$ cat src/rtl/qrns_inv_pkg.sv
package qrns_inv_pkg;

  // Multiplicative inverse of a modulo m by search; used only at elaboration.
  function automatic int mod_inverse(input int m, input int a);
    int res;
    res = 0;
    for (int x = 1; x < m; x++) begin
      if (((a % m) * x) % m == 1) res = x;
    end
    return res;
  endfunction

  // Product of two constants reduced modulo m.
  function automatic int mod_mul(input int m, input int a, input int b);
    return (a * b) % m;
  endfunction

endpackage

$ cat src/rtl/qrns_mod_addsub.sv
module qrns_mod_addsub #(
  parameter int MOD = 13,
  parameter int RW  = $clog2(MOD)
) (
  input  logic [RW-1:0] a,
  input  logic [RW-1:0] b,
  output logic [RW-1:0] sum_mod,
  output logic [RW-1:0] dif_mod
);
  localparam int EW = RW + 2;
  localparam logic [EW-1:0] MOD_E = EW'(MOD);

  logic [EW-1:0] sum_raw;
  logic [EW-1:0] sum_less;
  logic [EW-1:0] dif_raw;
  logic [EW-1:0] dif_more;

  // Both candidates are formed side by side; the sign of the corrected
  // value picks the result.
  always_comb begin
    sum_raw  = EW'(a) + EW'(b);
    sum_less = sum_raw - MOD_E;
    dif_raw  = EW'(a) - EW'(b);
    dif_more = dif_raw + MOD_E;
    if (sum_less[EW-1]) sum_mod = RW'(sum_raw);
    else                sum_mod = RW'(sum_less);
    if (dif_raw[EW-1])  dif_mod = RW'(dif_more);
    else                dif_mod = RW'(dif_raw);
  end

endmodule

$ cat src/rtl/qrns_const_scale.sv
module qrns_const_scale #(
  parameter int MOD  = 13,
  parameter int KVAL = 7,
  parameter int RW   = $clog2(MOD)
) (
  input  logic          clk,
  input  logic          rst_n,
  input  logic          en,
  input  logic [RW-1:0] d,
  output logic [RW-1:0] q
);
  localparam int PW = 2 * RW;
  localparam logic [PW-1:0] K_P   = PW'(KVAL);
  localparam logic [PW-1:0] MOD_P = PW'(MOD);

  logic [PW-1:0] prod;
  logic [RW-1:0] q_nxt;

  always_comb begin
    prod  = PW'(d) * K_P;
    q_nxt = q;
    if (en) q_nxt = RW'(prod % MOD_P);
  end

  always_ff @(posedge clk or negedge rst_n) begin
    if (!rst_n) q <= '0;
    else        q <= q_nxt;
  end

  // register holds when not enabled
  assert_hold_when_idle_R7: assert property (@(posedge clk) disable iff (!rst_n)
    !en |=> $stable(q));
  // scaled value is always reduced
  assert_scaled_in_range_R6: assert property (@(posedge clk) disable iff (!rst_n)
    q < RW'(MOD));

endmodule

$ cat src/rtl/qrns_inv_conv.sv
module qrns_inv_conv #(
  parameter int MOD  = 13,
  parameter int ROOT = 5,
  parameter int RW   = $clog2(MOD)
) (
  input  logic          clk,
  input  logic          rst_n,
  input  logic          in_valid,
  input  logic [RW-1:0] in_z,
  input  logic [RW-1:0] in_zh,
  output logic          out_valid,
  output logic [RW-1:0] out_re,
  output logic [RW-1:0] out_im
);
  import qrns_inv_pkg::*;

  localparam int INV2   = mod_inverse(MOD, 2);
  localparam int QINV   = mod_inverse(MOD, ROOT);
  localparam int K_IMAG = mod_mul(MOD, INV2, QINV);

  logic [RW-1:0] sum_c, dif_c;
  logic [RW-1:0] s1_sum, s1_dif, s1_sum_nxt, s1_dif_nxt;
  logic          s1_vld, s1_vld_nxt;
  logic          o_vld_nxt;

  qrns_mod_addsub #(.MOD(MOD), .RW(RW)) u_addsub (
    .a       (in_z),
    .b       (in_zh),
    .sum_mod (sum_c),
    .dif_mod (dif_c)
  );

  // Stage 1: modular sum and difference
  always_comb begin
    s1_vld_nxt = in_valid;
    s1_sum_nxt = s1_sum;
    s1_dif_nxt = s1_dif;
    if (in_valid) begin
      s1_sum_nxt = sum_c;
      s1_dif_nxt = dif_c;
    end
    o_vld_nxt = s1_vld;
  end

  always_ff @(posedge clk or negedge rst_n) begin
    if (!rst_n) begin
      s1_vld    <= 1'b0;
      s1_sum    <= '0;
      s1_dif    <= '0;
      out_valid <= 1'b0;
    end else begin
      s1_vld    <= s1_vld_nxt;
      s1_sum    <= s1_sum_nxt;
      s1_dif    <= s1_dif_nxt;
      out_valid <= o_vld_nxt;
    end
  end

  // Stage 2: constant scaling, registered
  qrns_const_scale #(.MOD(MOD), .KVAL(INV2), .RW(RW)) u_scale_re (
    .clk (clk), .rst_n (rst_n), .en (s1_vld), .d (s1_sum), .q (out_re)
  );
  qrns_const_scale #(.MOD(MOD), .KVAL(K_IMAG), .RW(RW)) u_scale_im (
    .clk (clk), .rst_n (rst_n), .en (s1_vld), .d (s1_dif), .q (out_im)
  );

  // Input contract
  assert_inputs_reduced_R6: assert property (@(posedge clk) disable iff (!rst_n)
    in_valid |-> (in_z < RW'(MOD)) && (in_zh < RW'(MOD)));
  // intermediate sum and difference reduced
  assert_stage1_in_range_R6: assert property (@(posedge clk) disable iff (!rst_n)
    s1_vld |-> (s1_sum < RW'(MOD)) && (s1_dif < RW'(MOD)));
  // two-cycle strobe latency
  assert_latency_stage1_R2: assert property (@(posedge clk) disable iff (!rst_n)
    s1_vld == $past(in_valid));
  assert_latency_out_R2: assert property (@(posedge clk) disable iff (!rst_n)
    out_valid == $past(s1_vld));
  // result maps back to the input pair
  assert_round_trip_R8: assert property (@(posedge clk) disable iff (!rst_n)
    out_valid |-> ((int'(out_re) + ROOT * int'(out_im)) % MOD) == int'($past(in_z, 2)));
  assert_round_trip_conj_R8: assert property (@(posedge clk) disable iff (!rst_n)
    out_valid |-> ((int'(out_re) + (MOD - ROOT) * int'(out_im)) % MOD) == int'($past(in_zh, 2)));

endmodule

$ cat config.mk
export PLATFORM = sky130hd
export DESIGN_NAME = qrns_inv_conv
export DESIGN_NICKNAME = d
export VERILOG_FILES = /design/src/rtl/qrns_inv_pkg.sv /design/src/rtl/qrns_mod_addsub.sv /design/src/rtl/qrns_const_scale.sv /design/src/rtl/qrns_inv_conv.sv
export SDC_FILE = /design/constraint.sdc
export NUM_CORES = 1
export LEC_CHECK = 0
export ABC_AREA = 0
export BUFFER_PORTS_ARGS = -buffer_cell sky130_fd_sc_hd__buf_2
export CELL_PAD_IN_SITES_DETAIL_PLACEMENT = 0
export CELL_PAD_IN_SITES_GLOBAL_PLACEMENT = 1
export CORE_ASPECT_RATIO = 0.75
export CORE_MARGIN = 1.5
export CORE_UTILIZATION = 50
export DETAILED_ROUTE_END_ITERATION = 7
export PLACE_DENSITY = 0.95
export SLEW_MARGIN = 15
export SYNTH_ARGS = -nofsm -noshare
export SYNTH_HDL_FRONTEND = slang
export SYNTH_SLANG_ARGS = --single-unit
$ cat constraint.sdc
create_clock -name clk -period 11.8 [get_ports clk]
set_clock_uncertainty 0.05 [all_clocks]
set_input_delay 1.18 -clock clk [delete_from_list [all_inputs] [get_ports clk]]
set_output_delay 1.18 -clock clk [all_outputs]
set_load 0.01 [all_outputs]
# Word-level counts from Yosys, hierarchy flattened
# Cells that the tools add are included.
# classes
add_sub_neg	4
n_mul	1
n_div	2
order_cmp	0
eq_ne	0
n_shift	0
n_mux	2
n_bitwise	0
n_reduce_logical	0
# ops
op	count
$mod A6 B4 Y8 const B	1
$mod A7 B4 Y8 const B	1
$mux W4	2
$mul A4 B3 Y7 const B	1
$sub A6 B4 Y6 const B	1
$add A4 B4 Y5	1
$sub A4 B4 Y5	1
$add A4 B4 Y4 const B	1
# totals
ff_bits	18
latch_bits	0
mem_bits_rw	0
rom_bits	0
input_bits	11
out_inout_bits	9
wordCells	15
mem_count	0

# Logic depth before layout (Yosys ltp)
# Gate-level depths: netlist of the first run.
# logic_depth
ltp_word	3
depth_mapped	20
ltp_nobuf	19

# Hierarchy
# From an unflattened synthesis of the first run, not the netlist that was laid out.
# unflattened
hier_cells	303
hier_area_um2	2626.3
# by_module_without_submodules
module	instances	cells_each	area_per_inst_um2	seq_area_each_um2
qrns_const_scale at u_scale_re	1	149	1152.4	100.1
qrns_mod_addsub	1	75	599.3	0.0
qrns_const_scale at u_scale_im	1	60	493.0	100.1
qrns_inv_conv	1	19	381.6	250.2

# Worst setup path after synthesis of the first run
# Ideal clock, no wire load.
# synth_path
path_kind	reg-to-reg
from	register s1_sum[1]
to	register u_scale_re.q[3]
setup_time_ps	69
arrival_ps	4390
required_ps	11681
slack_ps	7291
path_stages_with_launch	20
n_path_buf	1
period_less_slack_ps	4509
path_cell_list	dfrtp_1 > fa_1 > ha_1 > fa_1 > buf_2 > nor4b_2 > a22oi_2 > a31o_2 > a31oi_2 > a21oi_4 > a211o_1 > nand2_1 > ha_1 > inv_1 > nor2_1 > nor2_1 > o211ai_1 > nand4_4 > or4b_1 > nand3_1
# synth_via
elab_chain_len	2
# synth_lines
element	line	text
from (decl)	qrns_inv_conv.sv:22	logic [RW-1:0] s1_sum, s1_dif, s1_sum_nxt, s1_dif_nxt;
from (signal assigned)	qrns_inv_conv.sv:53	s1_sum <= s1_sum_nxt;
$mul A4 B3 Y7	qrns_const_scale.sv:20	prod = PW'(d) * K_P;
$mod A7 B4 Y8	qrns_const_scale.sv:22	if (en) q_nxt = RW'(prod % MOD_P);
to (signal assigned)	qrns_const_scale.sv:27	else q <= q_nxt;
to (decl)	qrns_const_scale.sv:10	output logic [RW-1:0] q
# Every way passes these cells.
# A chain may end at the register's enable or synchronous reset.

# Final worst setup path of the first run
# Same ends and word-level chain as after synthesis.

==> impl_metrics.csv, run 1 <==
group,metric,value,unit
outcome,status,"completed",
min_path,hold_path_class,"reg2reg",
grt,track_usage,18.8,%
worst_setup_path,reg2reg_setup_slack,6.61,ns
worst_setup_path,crit_type,"reg2reg",
floorplanning,num_rows,20,
cts,clock_latency,0.25,ns
cts,cts_setup_buffers,0,
floorplanning,die_area,4940,um2
timing,drv_slew,0,
timing,rsz0062_at_grt,"false",
floorplanning,core_area,4200,um2
timing,finalSetupViolations,0,
synthesis,synth_area,2260,um2
route,vias_per_cell,5.73,
timing,max_slew_margin,30.9,%
cts,hold_buffers,0,
synthesis,synth_common_cells,"ha_1 (24), inv_1 (23), nor2_1 (21), o21ai_0 (19), dfrtp_1 (18)",
grt,grt_antenna_before_repair,0,
floorplanning,die_x,80.7,um
timing,fin_setup_tns,0,ns
min_path,min-delay-start,"u_scale_re.q[2]",
route,wirelength,4240,um
synthesis,synth.avg_cell_area,8.54,um2
min_path,worstHoldPathCells,2,
floorplanning,start_util,53.8,%
finish,nets,318,
finish,antenna_cells,0,
worst_setup_path,end_kind,"flip-flop",
floorplanning,io_pins,20,
timing,period_share,44.0,%
timing,final-hold-violation-count,0,
timing,tightest_slew,1.03,ns
cts,cts_made_buffers,3,
flow_run,cap_violations,0,
cts,post_cts_resized,0,
route,drt-wirelength-per-cell,12.8,um
grt,grt_pass1_wl,7290,um
finish,drive_gt1_share,16.4,%
synthesis,syn_nets,306,
synthesis,ys_seq_area_share,19.9,%
finish,regArea,450,um2
synthesis,synth_area_leader_cell,"dfrtp_1",
synthesis,synth_top_area_share,19.9,%
grt,gr-total-overflow,0,
grt,grt_max_degree,19,
synthesis,synthFlopType,"dfrtp_1",
min_path,min_to,"u_scale_re.q[2]",
synthesis,ys_warn_count,0,
timing,period_needed,5.19,ns
synthesis,async_flop_share,100,%
worst_setup_path,worstPathRequired,11.94,ns
synthesis,ys_seq_elements,18,
worst_setup_path,cp_max_fo,11,
floorplanning,die_h,61.3,um
route,postRouteAntennaNets,0,
worst_setup_path,cp_data_arrival_time,5.32,ns
worst_setup_path,reg2reg_from,"s1_sum[1]",
place,gp_congestion,0.877,
timing,fmax,0.193,GHz
synthesis,synthCells,265,
route,drt_iter0_drc,128,
route,first_pass_iters,4,
worst_setup_path,worstReg2RegEnd,"u_scale_re.q[3]",
route,vias,1892,
finish,multiInputGateArea,1670,um2
synthesis,yosysMostFrequentCell,"ha_1",
cts,cts_sinks,18,
place,port_buffers,19,
cts,clk_path_buf_depth,2,
cts,htree_levels,1,
cts,clockRootBuffer,"clkbuf_8",
worst_setup_path,start_kind,"flip-flop",
worst_setup_path,worstRegToRegCells,17,
finish,n_fill_cell,391,
place,dpl.hpwl,3490,um
grt,grt_pass1_vias,1611,
synthesis,synth_edf_count,0,
route,drc,0,
cts,cts_tree,"built",
finish,area_growth,6.58,%
synthesis,synth_cell_types,61,
synthesis,synth.area.top_cells,"dfrtp_1 (20%), ha_1 (13%), fa_1 (5.3%)",
cts,clkSlewWorstSetupHoldPaths,0.06,ns
## critical path, stage by stage (launching register included)
cell      delay [ns]
dfrtp_1         0.50
fa_1            0.47
ha_1            0.25
fa_1            0.54
xnor2_2         0.35
a22oi_1         0.15
o32a_1          0.19
o21ai_0         0.80
a211o_1         0.18
nand2_1         0.09
ha_1            0.19
inv_1           0.10
nor2_1          0.08
o211ai_2        0.17
nand2_1         0.09
a221oi_2        0.38
or4b_1          0.46
nand3_1         0.09
## flip-flops by register name, summed over array words and instances, names as in the netlist
signal        flops
s1_dif            4
s1_sum            4
u_scale_im.q      4
u_scale_re.q      4
o_vld_nxt         1
out_valid         1
## through the flow
stage               area, um2  util (%)  hold WS [ns]  setup WS, ns  std cells
floorplan                2260         -         0.302          7.29        265
global placement         2370      56.4         0.423          6.77        327
detailed placement       2370      56.4         0.412          6.68        327
CTS                      2410      57.4         0.427          6.64        330
global route             2410      57.4         0.457          6.06        330
finish                   2410      57.4         0.422          6.61        330
## how the worst max path moves through the flow
stage / start / to / slack, ns / cells after the start
after floorplan: s1_sum[1] / u_scale_re.q[3] / 7.29 / 19
after global placement: s1_sum[0] / u_scale_re.q[3] / 6.77 / 17
after CTS: s1_sum[1] / u_scale_re.q[3] / 6.64 / 17
final: s1_sum[1] / u_scale_re.q[3] / 6.61 / 17
after detailed placement: s1_sum[1] / u_scale_re.q[3] / 6.68 / 17
after global routing: s1_sum[1] / u_scale_re.q[3] / 6.06 / 17
## cell type report
type / count / area share, %
tap: 55 / 2.85
clock buffer: 3 / 1.71
sequential: 18 / 18.7
timing repair buffer: 19 / 3.94
multi-input combinational: 212 / 69.2
inverter: 23 / 3.58
## layout by cell type (no fill, tap or decap), types with 7 or more instances in the layout
| cell type | count |
|---|---|
| ha_1 | 24 |
| inv_1 | 23 |
| nor2_1 | 21 |
| o21ai_0 | 19 |
| buf_2 | 19 |
| dfrtp_1 | 18 |
| nand2_1 | 16 |
| a21oi_1 | 15 |
| xnor2_1 | 11 |
| nand3_1 | 9 |
| o211ai_1 | 7 |
## layer usage
layer	vias to the layer above	part of all wire, %	routed length [um]	GRT usage, %
li1	977	-	-	-
met2	35	40	1710	28.9
met4	0	0.19	8	2.22
met3	2	4.6	194	3.85
met5	-	0	0	0
met1	878	55	2320	28.1
## logic make-up (layout without fill, tap and decap cells)
kind of cell	after synthesis	in the layout	synth area share [%]
DFF	18	18	19.9
buffers and inverters	35	45	6.31
AOI/OAI and AO/OA	86	86	28.0
adders and majority gates	30	30	18.6
xor gates and xnor gates	14	14	5.75
and+or+nand+nor	75	75	18.1
muxes	7	7	3.26
Power of run 1 is not shown: default switching activity piles up to over one toggle a cycle in this logic, so the estimate is an artifact.
==> inputs of run 2 (changes only) <==
--- a/config.mk
+++ b/config.mk
@@ -11,9 +11,9 @@
 export CELL_PAD_IN_SITES_GLOBAL_PLACEMENT = 1
 export CORE_ASPECT_RATIO = 0.75
 export CORE_MARGIN = 1.5
-export CORE_UTILIZATION = 50
+export CORE_UTILIZATION = 42
 export DETAILED_ROUTE_END_ITERATION = 7
-export PLACE_DENSITY = 0.95
+export PLACE_DENSITY = 0.86
 export SLEW_MARGIN = 15
 export SYNTH_ARGS = -nofsm -noshare
 export SYNTH_HDL_FRONTEND = slang
==> constraint.sdc (replaced) <==
create_clock -name clk -period 4.3 [get_ports clk]
set_clock_uncertainty 0.05 [all_clocks]
set_input_delay 0.43 -clock clk [delete_from_list [all_inputs] [get_ports clk]]
set_output_delay 0.43 -clock clk [all_outputs]
set_load 0.01 [all_outputs]
==> impl_metrics.csv, run 2 (synthesis results as in run 1) <==
group,metric,value,unit
worst_setup_path,end_kind,"flip-flop",
cts,clock_latency,0.26,ns
cts,htree_levels,1,
finish,nets,365,
place,gp_congestion,0.863,
floorplanning,die_h,66.6,um
worst_setup_path,worstPathRequired,4.39,ns
grt,grt_pass1_wl,9070,um
route,drc,0,
timing,max_slew_margin,68.3,%
grt,grt_max_degree,19,
finish,drive_gt1_share,35.3,%
worst_setup_path,worstReg2RegEnd,"u_scale_re.q[0]",
grt,gr-total-overflow,0,
timing,rsz0062_at_grt,"true",
grt,grt_pass1_vias,2039,
floorplanning,io_pins,20,
floorplanning,num_rows,22,
grt,grt_antenna_before_repair,0,
timing,period_needed,4.40,ns
finish,area_growth,31.7,%
finish,final_cell_mix,"buf_4 (43), inv_1 (22), ha_1 (21)",
route,postRouteAntennaNets,0,
route,first_pass_iters,4,
route,drt-wirelength-per-cell,13.7,um
timing,tightest_slew,0.473,ns
cts,clockRootBuffer,"clkbuf_8",
cts,cts_sinks,18,
timing,fmax,0.227,GHz
route,wirelength,5430,um
finish,regArea,454,um2
outcome,status,"finished with violations",
finish,antenna_cells,0,
timing,period_share,102,%
route,vias,2114,
cts,hold_buffers,0,
worst_setup_path,worstRegToRegCells,20,
worst_setup_path,start_kind,"flip-flop",
worst_setup_path,cp_data_arrival_time,4.49,ns
floorplanning,start_util,44.9,%
finish,n_fill_cell,439,
flow_run,cap_violations,0,
min_path,hold_path_class,"in2async",
timing,drv_slew,0,
finish,final_common_cell,"buf_4",
worst_setup_path,cp_max_fo,6,
finish,final_cells,395,
floorplanning,core_area,5040,um2
route,drt_iter0_drc,106,
route,vias_per_cell,5.35,
finish,multiInputGateArea,1820,um2
worst_setup_path,crit_type,"reg2reg",
cts,clk_path_buf_depth,2,
cts,cts_made_buffers,3,
place,dpl.hpwl,4100,um
outcome,violations,"negative setup slack",
timing,finalWorstSetupSlack,-0.101,ns
cts,cts_tree,"built",
worst_setup_path,reg2reg_setup_slack,-0.10,ns
floorplanning,die_x,87.7,um
worst_setup_path,reg2reg_from,"s1_sum[1]",
timing,finalSetupViolations,4,
floorplanning,die_area,5840,um2
timing,final-hold-violation-count,0,
grt,track_usage,19.4,%
place,port_buffers,19,
cts,clkSlewWorstSetupHoldPaths,0.07,ns
place,dp.cells,377,
-- run 2: final cells by class --
| class | count | share of cell area [%] |
|---|---|---|
| multi-input combinational | 212 | 61.1 |
| timing repair buffer | 66 | 15.8 |
| sequential | 18 | 15.2 |
| tap | 72 | 3.02 |
| inverter | 23 | 2.98 |
| clock buffer | 4 | 1.85 |
-- run 2: worst max-delay path by stage --
stage,startpoint,slack (ns),to
finish,s1_sum[1],-0.10,u_scale_re.q[0]
global route,s1_sum[1],-0.29,u_scale_re.q[0]
CTS,s1_sum[1],-0.11,u_scale_re.q[3]
detailed placement,s1_sum[1],-0.29,u_scale_re.q[3]
global placement,s1_sum[1],-0.15,u_scale_re.q[3]
floorplan,s1_sum[0],-0.09,u_scale_re.q[3]
-- run 2: metrics by stage --
| stage | util, % | setup TNS, ns | hold WS (ns) | area (um2) | setup slack, ns |
|---|---|---|---|---|---|
| 2_1_floorplan | - | -0.0898 | 0.0844 | 2290 | -0.0898 |
| 3_3_place_gp | 53.0 | -0.297 | 0.328 | 2670 | -0.147 |
| 3_5_place_dp | 53.0 | -0.881 | 0.333 | 2670 | -0.289 |
| 4_1_cts | 57.0 | -0.242 | 0.0556 | 2870 | -0.108 |
| 5_1_grt | 59.1 | -1.02 | 0.0650 | 2980 | -0.288 |
| 6_report | 59.1 | -0.271 | 0.0433 | 2980 | -0.101 |
-- run 2: what timing repair did --
action,CTS,global route
setup buffers,10,5
pin swaps,24,21
setup endpoints to repair,4,4
gates resized for setup,14,17
-- run 2: routing by layer --
metal | track usage [%] | vias up | share of wire, %
met3 | 3.10 | 4 | 3.6
met1 | 26.7 | 997 | 49
met2 | 32.7 | 38 | 46
met4 | 2.78 | 0 | 0.48
li1 | - | 1075 | -
met5 | 0 | - | 0
-- run 2: worst max-delay path, cell delays in order (launching register included) --
cell and delay (ns):
dfrtp_2 0.44, fa_1 0.46, ha_2 0.20, fa_2 0.37, buf_4 0.16, xnor2_2 0.14
buf_4 0.17, o2111ai_2 0.09, o211ai_1 0.14, a211o_1 0.35, a211o_1 0.29, nand2_2 0.12
ha_4 0.15, inv_4 0.04, nor2_4 0.09, nor2_1 0.05, o211ai_1 0.28, nand4_4 0.13
buf_6 0.15, xnor2_1 0.12, mux2_4 0.26
Power of run 2 is left out for the same reason.
